[src/rtl/gpio_mmio_pkg.sv]
package gpio_mmio_pkg;

    localparam int OFS_LOAD  = 0;
    localparam int OFS_RAISE = 1;
    localparam int OFS_LOWER = 2;
    localparam int OFS_OE    = 3;
    localparam int OFS_INSEL = 4;

    // one decoded write operation, at most one bit set per cycle
    typedef struct packed {
        logic load;
        logic raise;
        logic lower;
        logic oe;
        logic insel;
    } wr_op_t;

endpackage

[src/rtl/gpio_in_sync.sv]
module gpio_in_sync #(
    parameter int WIDTH = 16
) (
    input  logic             clk,
    input  logic             rst_n,
    input  logic [WIDTH-1:0] async_in,
    output logic [WIDTH-1:0] sync_out
);

    logic [WIDTH-1:0] stage1_q;
    logic [WIDTH-1:0] stage2_q;

    always_ff @(posedge clk) begin
        if (!rst_n) begin
            stage1_q <= '0;
            stage2_q <= '0;
        end else begin
            stage1_q <= async_in;
            stage2_q <= stage1_q;
        end
    end

    assign sync_out = stage2_q;

    // output equals the input from two edges earlier
    p_two_stage_r7: assert property (@(posedge clk) disable iff (!rst_n)
        ($past(rst_n) && $past(rst_n, 2)) |-> (sync_out == $past(async_in, 2)));

endmodule

[src/rtl/gpio_bus_map.sv]
module gpio_bus_map #(
    parameter int WIDTH     = 16,
    parameter bit MIRROR    = 1'b0,
    parameter bit BYTE_SWAP = 1'b0
) (
    input  logic [WIDTH-1:0] bus_in,
    output logic [WIDTH-1:0] lines_out,
    input  logic [WIDTH-1:0] lines_in,
    output logic [WIDTH-1:0] bus_out
);

    localparam int  NBYTES  = WIDTH / 8;
    localparam bit  SWAP_OK = BYTE_SWAP && (WIDTH == 16 || WIDTH == 32);

    logic [WIDTH-1:0] wr_swapped;
    logic [WIDTH-1:0] rd_mirrored;

    // write path: swap bytes first, then mirror bits
    // read path: mirror bits first, then swap bytes (inverse of write path)
    generate
        if (SWAP_OK) begin : g_swap
            for (genvar b = 0; b < NBYTES; b++) begin : g_byte
                assign wr_swapped[8*b +: 8] = bus_in[8*(NBYTES-1-b) +: 8];
                assign bus_out[8*b +: 8]    = rd_mirrored[8*(NBYTES-1-b) +: 8];
            end
        end else begin : g_noswap
            assign wr_swapped = bus_in;
            assign bus_out    = rd_mirrored;
        end

        if (MIRROR) begin : g_mirror
            for (genvar i = 0; i < WIDTH; i++) begin : g_bit
                assign lines_out[i]   = wr_swapped[WIDTH-1-i];
                assign rd_mirrored[i] = lines_in[WIDTH-1-i];
            end
        end else begin : g_straight
            assign lines_out   = wr_swapped;
            assign rd_mirrored = lines_in;
        end
    endgenerate

endmodule

[src/rtl/gpio_line_regs.sv]
module gpio_line_regs
    import gpio_mmio_pkg::*;
#(
    parameter int WIDTH = 16
) (
    input  logic             clk,
    input  logic             rst_n,
    input  wr_op_t           op,
    input  logic [WIDTH-1:0] wval,
    output logic [WIDTH-1:0] latch_q,
    output logic [WIDTH-1:0] dir_q
);

    logic [WIDTH-1:0] latch_d;
    logic [WIDTH-1:0] dir_d;

    always_comb begin
        latch_d = latch_q;
        dir_d   = dir_q;
        if (op.load)  latch_d = wval;
        if (op.raise) latch_d = latch_q | wval;
        if (op.lower) latch_d = latch_q & ~wval;
        if (op.oe)    dir_d   = wval;
        if (op.insel) dir_d   = ~wval;
    end

    always_ff @(posedge clk) begin
        if (!rst_n) begin
            latch_q <= '0;
            dir_q   <= '0;
        end else begin
            latch_q <= latch_d;
            dir_q   <= dir_d;
        end
    end

    // a load copies the data
    p_load_copies_r2: assert property (@(posedge clk) disable iff (!rst_n)
        op.load |=> (latch_q == $past(wval)));

    // raise drives marked lines high and lowers none
    p_raise_only_r3: assert property (@(posedge clk) disable iff (!rst_n)
        op.raise |=> (((latch_q & $past(wval)) == $past(wval)) &&
                      ((latch_q & $past(latch_q)) == $past(latch_q)) &&
                      ((latch_q & ~$past(wval)) == ($past(latch_q) & ~$past(wval)))));

    // lower drives marked lines low and raises none
    p_lower_only_r4: assert property (@(posedge clk) disable iff (!rst_n)
        op.lower |=> (((latch_q & $past(wval)) == '0) &&
                      ((latch_q & ~$past(wval)) == ($past(latch_q) & ~$past(wval)))));

    // output-enable write
    p_oe_write_r5: assert property (@(posedge clk) disable iff (!rst_n)
        op.oe |=> (dir_q == $past(wval)));

    // input-select write is the complement
    p_insel_write_r6: assert property (@(posedge clk) disable iff (!rst_n)
        op.insel |=> (dir_q == ~$past(wval)));

    // no operation, no change
    p_idle_hold_r9: assert property (@(posedge clk) disable iff (!rst_n)
        (op == '0) |=> ($stable(latch_q) && $stable(dir_q)));

    // at most one operation per cycle
    p_single_op_r2: assert property (@(posedge clk) disable iff (!rst_n)
        $onehot0(op));

endmodule

[src/rtl/gpio_mmio_bank.sv]
module gpio_mmio_bank
    import gpio_mmio_pkg::*;
#(
    parameter int WIDTH     = 16,
    parameter int ADDR_W    = 3,
    parameter bit MIRROR    = 1'b0,
    parameter bit BYTE_SWAP = 1'b0
) (
    input  logic              clk,
    input  logic              rst_n,
    input  logic              bus_valid,
    input  logic              bus_write,
    input  logic [ADDR_W-1:0] bus_addr,
    input  logic [WIDTH-1:0]  bus_wdata,
    output logic              rsp_valid,
    output logic [WIDTH-1:0]  rsp_rdata,
    input  logic [WIDTH-1:0]  pad_in,
    output logic [WIDTH-1:0]  pad_out,
    output logic [WIDTH-1:0]  pad_oe
);

    localparam logic [ADDR_W-1:0] A_LOAD  = ADDR_W'(OFS_LOAD);
    localparam logic [ADDR_W-1:0] A_RAISE = ADDR_W'(OFS_RAISE);
    localparam logic [ADDR_W-1:0] A_LOWER = ADDR_W'(OFS_LOWER);
    localparam logic [ADDR_W-1:0] A_OE    = ADDR_W'(OFS_OE);
    localparam logic [ADDR_W-1:0] A_INSEL = ADDR_W'(OFS_INSEL);

    wr_op_t           op;
    logic             rd_req;
    logic [WIDTH-1:0] wr_lines;
    logic [WIDTH-1:0] rd_lines;
    logic [WIDTH-1:0] rd_bus;
    logic [WIDTH-1:0] sync_lines;
    logic [WIDTH-1:0] latch_lines;
    logic [WIDTH-1:0] dir_lines;

    gpio_bus_map #(.WIDTH(WIDTH), .MIRROR(MIRROR), .BYTE_SWAP(BYTE_SWAP)) u_map (
        .bus_in   (bus_wdata),
        .lines_out(wr_lines),
        .lines_in (rd_lines),
        .bus_out  (rd_bus)
    );

    gpio_in_sync #(.WIDTH(WIDTH)) u_sync (
        .clk     (clk),
        .rst_n   (rst_n),
        .async_in(pad_in),
        .sync_out(sync_lines)
    );

    gpio_line_regs #(.WIDTH(WIDTH)) u_regs (
        .clk    (clk),
        .rst_n  (rst_n),
        .op     (op),
        .wval   (wr_lines),
        .latch_q(latch_lines),
        .dir_q  (dir_lines)
    );

    // write decode
    always_comb begin
        op = '0;
        if (bus_valid && bus_write) begin
            op.load  = (bus_addr == A_LOAD);
            op.raise = (bus_addr == A_RAISE);
            op.lower = (bus_addr == A_LOWER);
            op.oe    = (bus_addr == A_OE);
            op.insel = (bus_addr == A_INSEL);
        end
    end

    assign rd_req = bus_valid && !bus_write;

    // read select in line order; the map turns it into bus order
    always_comb begin
        unique case (bus_addr)
            A_LOAD:  rd_lines = sync_lines;
            A_RAISE: rd_lines = latch_lines;
            A_OE:    rd_lines = dir_lines;
            A_INSEL: rd_lines = ~dir_lines;
            default: rd_lines = '0;
        endcase
    end

    always_ff @(posedge clk) begin
        if (!rst_n) begin
            rsp_valid <= 1'b0;
            rsp_rdata <= '0;
        end else begin
            rsp_valid <= rd_req;
            if (rd_req) rsp_rdata <= rd_bus;
        end
    end

    assign pad_out = latch_lines;
    assign pad_oe  = dir_lines;

    // outputs idle when reset releases
    p_reset_idle_r1: assert property (@(posedge clk) disable iff (!rst_n)
        $rose(rst_n) |-> ((pad_out == '0) && (pad_oe == '0)));

    // strobe follows read requests
    p_rsp_follows_r12: assert property (@(posedge clk) disable iff (!rst_n)
        rd_req |=> rsp_valid);
    p_rsp_quiet_r12: assert property (@(posedge clk) disable iff (!rst_n)
        !rd_req |=> (!rsp_valid && $stable(rsp_rdata)));

    // unmapped offsets read zero
    p_unmapped_zero_r9: assert property (@(posedge clk) disable iff (!rst_n)
        (rd_req && (bus_addr > A_INSEL || bus_addr == A_LOWER)) |=> (rsp_rdata == '0));

endmodule

[config.mk]
export PLATFORM = sky130hd
export DESIGN_NAME = gpio_mmio_bank
export DESIGN_NICKNAME = d
export VERILOG_FILES = /design/src/rtl/gpio_mmio_pkg.sv /design/src/rtl/gpio_in_sync.sv /design/src/rtl/gpio_bus_map.sv /design/src/rtl/gpio_line_regs.sv /design/src/rtl/gpio_mmio_bank.sv
export SDC_FILE = /design/constraint.sdc
export NUM_CORES = 1
export LEC_CHECK = 0
export BUFFER_PORTS_ARGS = -buffer_cell sky130_fd_sc_hd__clkbuf_2
export CAP_MARGIN = 5
export CELL_PAD_IN_SITES_DETAIL_PLACEMENT = 0
export CELL_PAD_IN_SITES_GLOBAL_PLACEMENT = 2
export CORE_AREA = 2 2 112 114
export CTS_CLUSTER_DIAMETER = 200
export DETAILED_ROUTE_END_ITERATION = 12
export DIE_AREA = 0 0 114 116
export GPL_ROUTABILITY_DRIVEN = 0
export PLACE_DENSITY = 0.89
export SLEW_MARGIN = 20
export SYNTH_ARGS = -nofsm -noshare
export SYNTH_HDL_FRONTEND = slang
export SYNTH_HIERARCHICAL = 1
export SYNTH_SLANG_ARGS = --single-unit
[constraint.sdc]
create_clock -name clk -period 3.9 [get_ports clk]
set_clock_uncertainty 0.2 [all_clocks]
set_input_delay 0.585 -clock clk [delete_from_list [all_inputs] [get_ports clk]]
set_output_delay 0.585 -clock clk [all_outputs]
set_load 0.005 [all_outputs]
==> flow_summary_export.csv <==
group,metric,value,unit
outcome,status,"finished clean",
route,wl_per_cell,15.42,µm
sta,worst_pin_slew,1.019,ns
power,vdd_drop_max,0.1960,mV
sta,period_minus_slack,2.532,ns
route,via_per_inst,4.864,
clocking,clock-root-buffer,"clkbuf_16",
critical_path,reg2regPathDepth,4,
yosys,ys.warnings.count,6,
sta,rsz0062_at_grt,"false",
critical_path,critPathLaunchType,"input pin",
finish,regArea,1622,µm²
finish,fillers,1203,
sta,slew_headroom,0.3208,
clocking,cts.sinks,81,
floorplan,die_w,114,µm
clocking,cts_hold_buffers,0,
finish,n_antenna_cell,0,
sta,hold_viol,0,
yosys,synth_edf_count,0,
global_routing,track_usage,0.1486,
global_routing,gr-total-overflow,0,
hold_path,hold_path.class,"reg2reg",
critical_path,crit_path_max_fanout,47,
route,drtAntennaViolNets,0,
critical_path,r2r_setup_slack,2.60,ns
finish,multi_input_area,2113,µm²
global_routing,grt_pass1_vias,2871,
place,hpwlAfterDp,7044,µm
critical_path,cp.required,3.93,ns
yosys,syn_inst,446,
place,pre_cts_slack,1.033,ns
yosys,synth.most_common_cell,"dfxtp_1",
yosys,ys.flop_type,"dfxtp_1",
critical_path,reg2reg_to,"rsp_rdata[6]",
place,dpl_cell_area,4452,µm²
sta,report.final.slew_viol_count,0,
critical_path,r2r-start,"u_regs/latch_q[6]",
finish,drive_above_1_share,0.3519,
global_routing,grt_pass1_wl,15330,µm
run,max_cap_violations,0,
clocking,cts_buffer_depth,2,
yosys,ys_ff_latch,81,
floorplan,fp.dieH,116,µm
place,placedCellCount,617,
yosys,synth_cell_type_count,36,
yosys,ys_seq_area_frac,0.3825,
clocking,clk_latency,0.34,ns
critical_path,crit_start,"bus_addr[0]",
finish,nets,520,
route,vias,3079,
finish,area_delta_synth_final,12.16,%
clocking,clk_pin_slew_worst_paths,0.06,ns
route,drcViolationCount,0,
yosys,avgSynthCellArea,9.505,µm²
sta,setup_tns,0,ns
route,wl,9758,µm
floorplan,io_pins,88,
finish,final_area,4755,µm²
clocking,numCtsBuffers,9,
critical_path,arrival,2.56,ns
floorplan,start_util,0.3559,
route,drt_iter0_markers,147,
finish,fin_cells,633,
clocking,cts_tree,"built",
power,leakagePower,1.917,nW
critical_path,path_class,"in2reg",
global_routing,grt_max_degree,64,
power,finalPower,1.899,mW
critical_path,endpoint_kind,"register",
sta,fin_crit_sh,0.6491,
yosys,synthTopCellsByArea,"dfxtp_1 38%, buf_4 6.2%, and2_2 5.7%",
power,power.density,399.5,nW/µm²
floorplan,core-area,11910,µm²
sta,setup_slack,1.369,ns
route,dr.pass1.iters,4,
sta,finalSetupViolations,0,
yosys,syn_nets,485,
clocking,post_cts_resize_count,0,
sta,max_freq,395.0,MHz
floorplan,rows,40,
floorplan,dieArea,13220,µm²
yosys,yosysTopAreaCellShare,0.3825,
finish,finish.utilization,0.3992,
yosys,async_flop_share,0,
critical_path,cp-endpoint,"u_regs/dir_q[4]",
clocking,cts_setup_buffers,0,
sta,holdWs,0.2414,ns
clocking,htreeDepth,3,
yosys,syn_area,4239,µm²
yosys,yosys.area.top_type,"dfxtp_1",
global_routing,antenna_found_initial,0,
place,io_buffers,87,
yosys,synth_common_cells,"81 x dfxtp_1, 50 x nand2_1, 35 x buf_4, 32 x and2_2",
-- kinds of logic (layout without fill, tap and decap cells) --
| logic type | count (synthesis) | in the layout | synth area share |
|---|---|---|---|
| compound gates | 96 | 96 | 0.1963 |
| buf+inv | 83 | 123 | 0.1234 |
| flops | 81 | 81 | 0.3825 |
| mux | 17 | 17 | 0.04044 |
| simple gates | 169 | 169 | 0.2574 |
-- final cells by class --
cell class	instances	area share
clock inverter	7	0.01632
inverter	14	0.01105
multi-input combinational	282	0.4445
clock buffer	9	0.04737
timing repair buffer	93	0.1011
tap	147	0.03868
sequential	81	0.3411
-- cells in the final DEF, fill, tap and decap left out, types with 2 or more instances in the layout --
cell type,Yosys,final
nor2b_1,16,16
dfxtp_1,81,81
o221a_1,2,2
nor3b_1,15,15
nand2b_1,17,17
clkbuf_16,0,9
buf_4,35,6
o31a_1,15,15
o221ai_1,6,6
and2_2,32,32
inv_1,14,14
a21boi_0,17,17
nor4b_1,16,14
nand2_1,50,50
clkbuf_2,5,87
a211oi_1,14,14
and3b_1,15,15
mux2i_1,16,16
a21bo_2,14,14
o221ai_2,10,10
o21ai_0,14,14
clkinvlp_4,0,3
nor4b_2,0,2
o21a_1,2,2
-- routing by layer --
| metal | up-vias | global-route usage | routed length (µm) | part of all wire |
|---|---|---|---|---|
| met5 | - | 0 | 0 | 0 |
| met4 | 0 | 0.04878 | 123 | 0.013 |
| met3 | 11 | 0.04550 | 780 | 0.080 |
| met2 | 76 | 0.1992 | 3832 | 0.39 |
| met1 | 1407 | 0.2233 | 5022 | 0.51 |
| li1 | 1585 | - | - | - |
-- worst min-delay path by stage --
| stage | depth (start not counted) | end | slack [ns] | from |
|---|---|---|---|---|
| 6_report | 1 | u_sync/sync_out[8] | 0.24 | u_sync/stage1_q[8] |
| 3_5_place_dp | 1 | u_sync/sync_out[6] | 0.23 | u_sync/stage1_q[6] |
| 2_1_floorplan | 1 | u_sync/sync_out[0] | 0.23 | u_sync/stage1_q[0] |
| 5_1_grt | 1 | u_sync/sync_out[7] | 0.26 | u_sync/stage1_q[7] |
| 3_3_place_gp | 1 | u_sync/sync_out[7] | 0.23 | u_sync/stage1_q[7] |
| 4_1_cts | 1 | u_sync/sync_out[6] | 0.25 | u_sync/stage1_q[6] |
-- power breakdown --
| part | internal (mW) | switching [mW] | leakage [nW] |
|---|---|---|---|
| registers | 0.855 | 0.0128 | 0.661 |
| clock network | 0.501 | 0.365 | 0.140 |
| logic | 0.0767 | 0.0889 | 1.12 |
-- sequential cells by signal (all words and copies together), names as in the netlist --
register and count:
rsp_rdata 16, u_regs/dir_q 16, u_sync/sync_out 16, u_regs/latch_q 16
u_sync/stage1_q 16, rsp_valid 1
-- critical path, cell delays in order --
cell,delay [ns]
clkbuf_2,0.26
nor3b_4,0.61
and3_1,0.24
buf_4,0.34
and3b_1,0.23
o31a_1,0.28
Power figures use the tool's default switching activity.
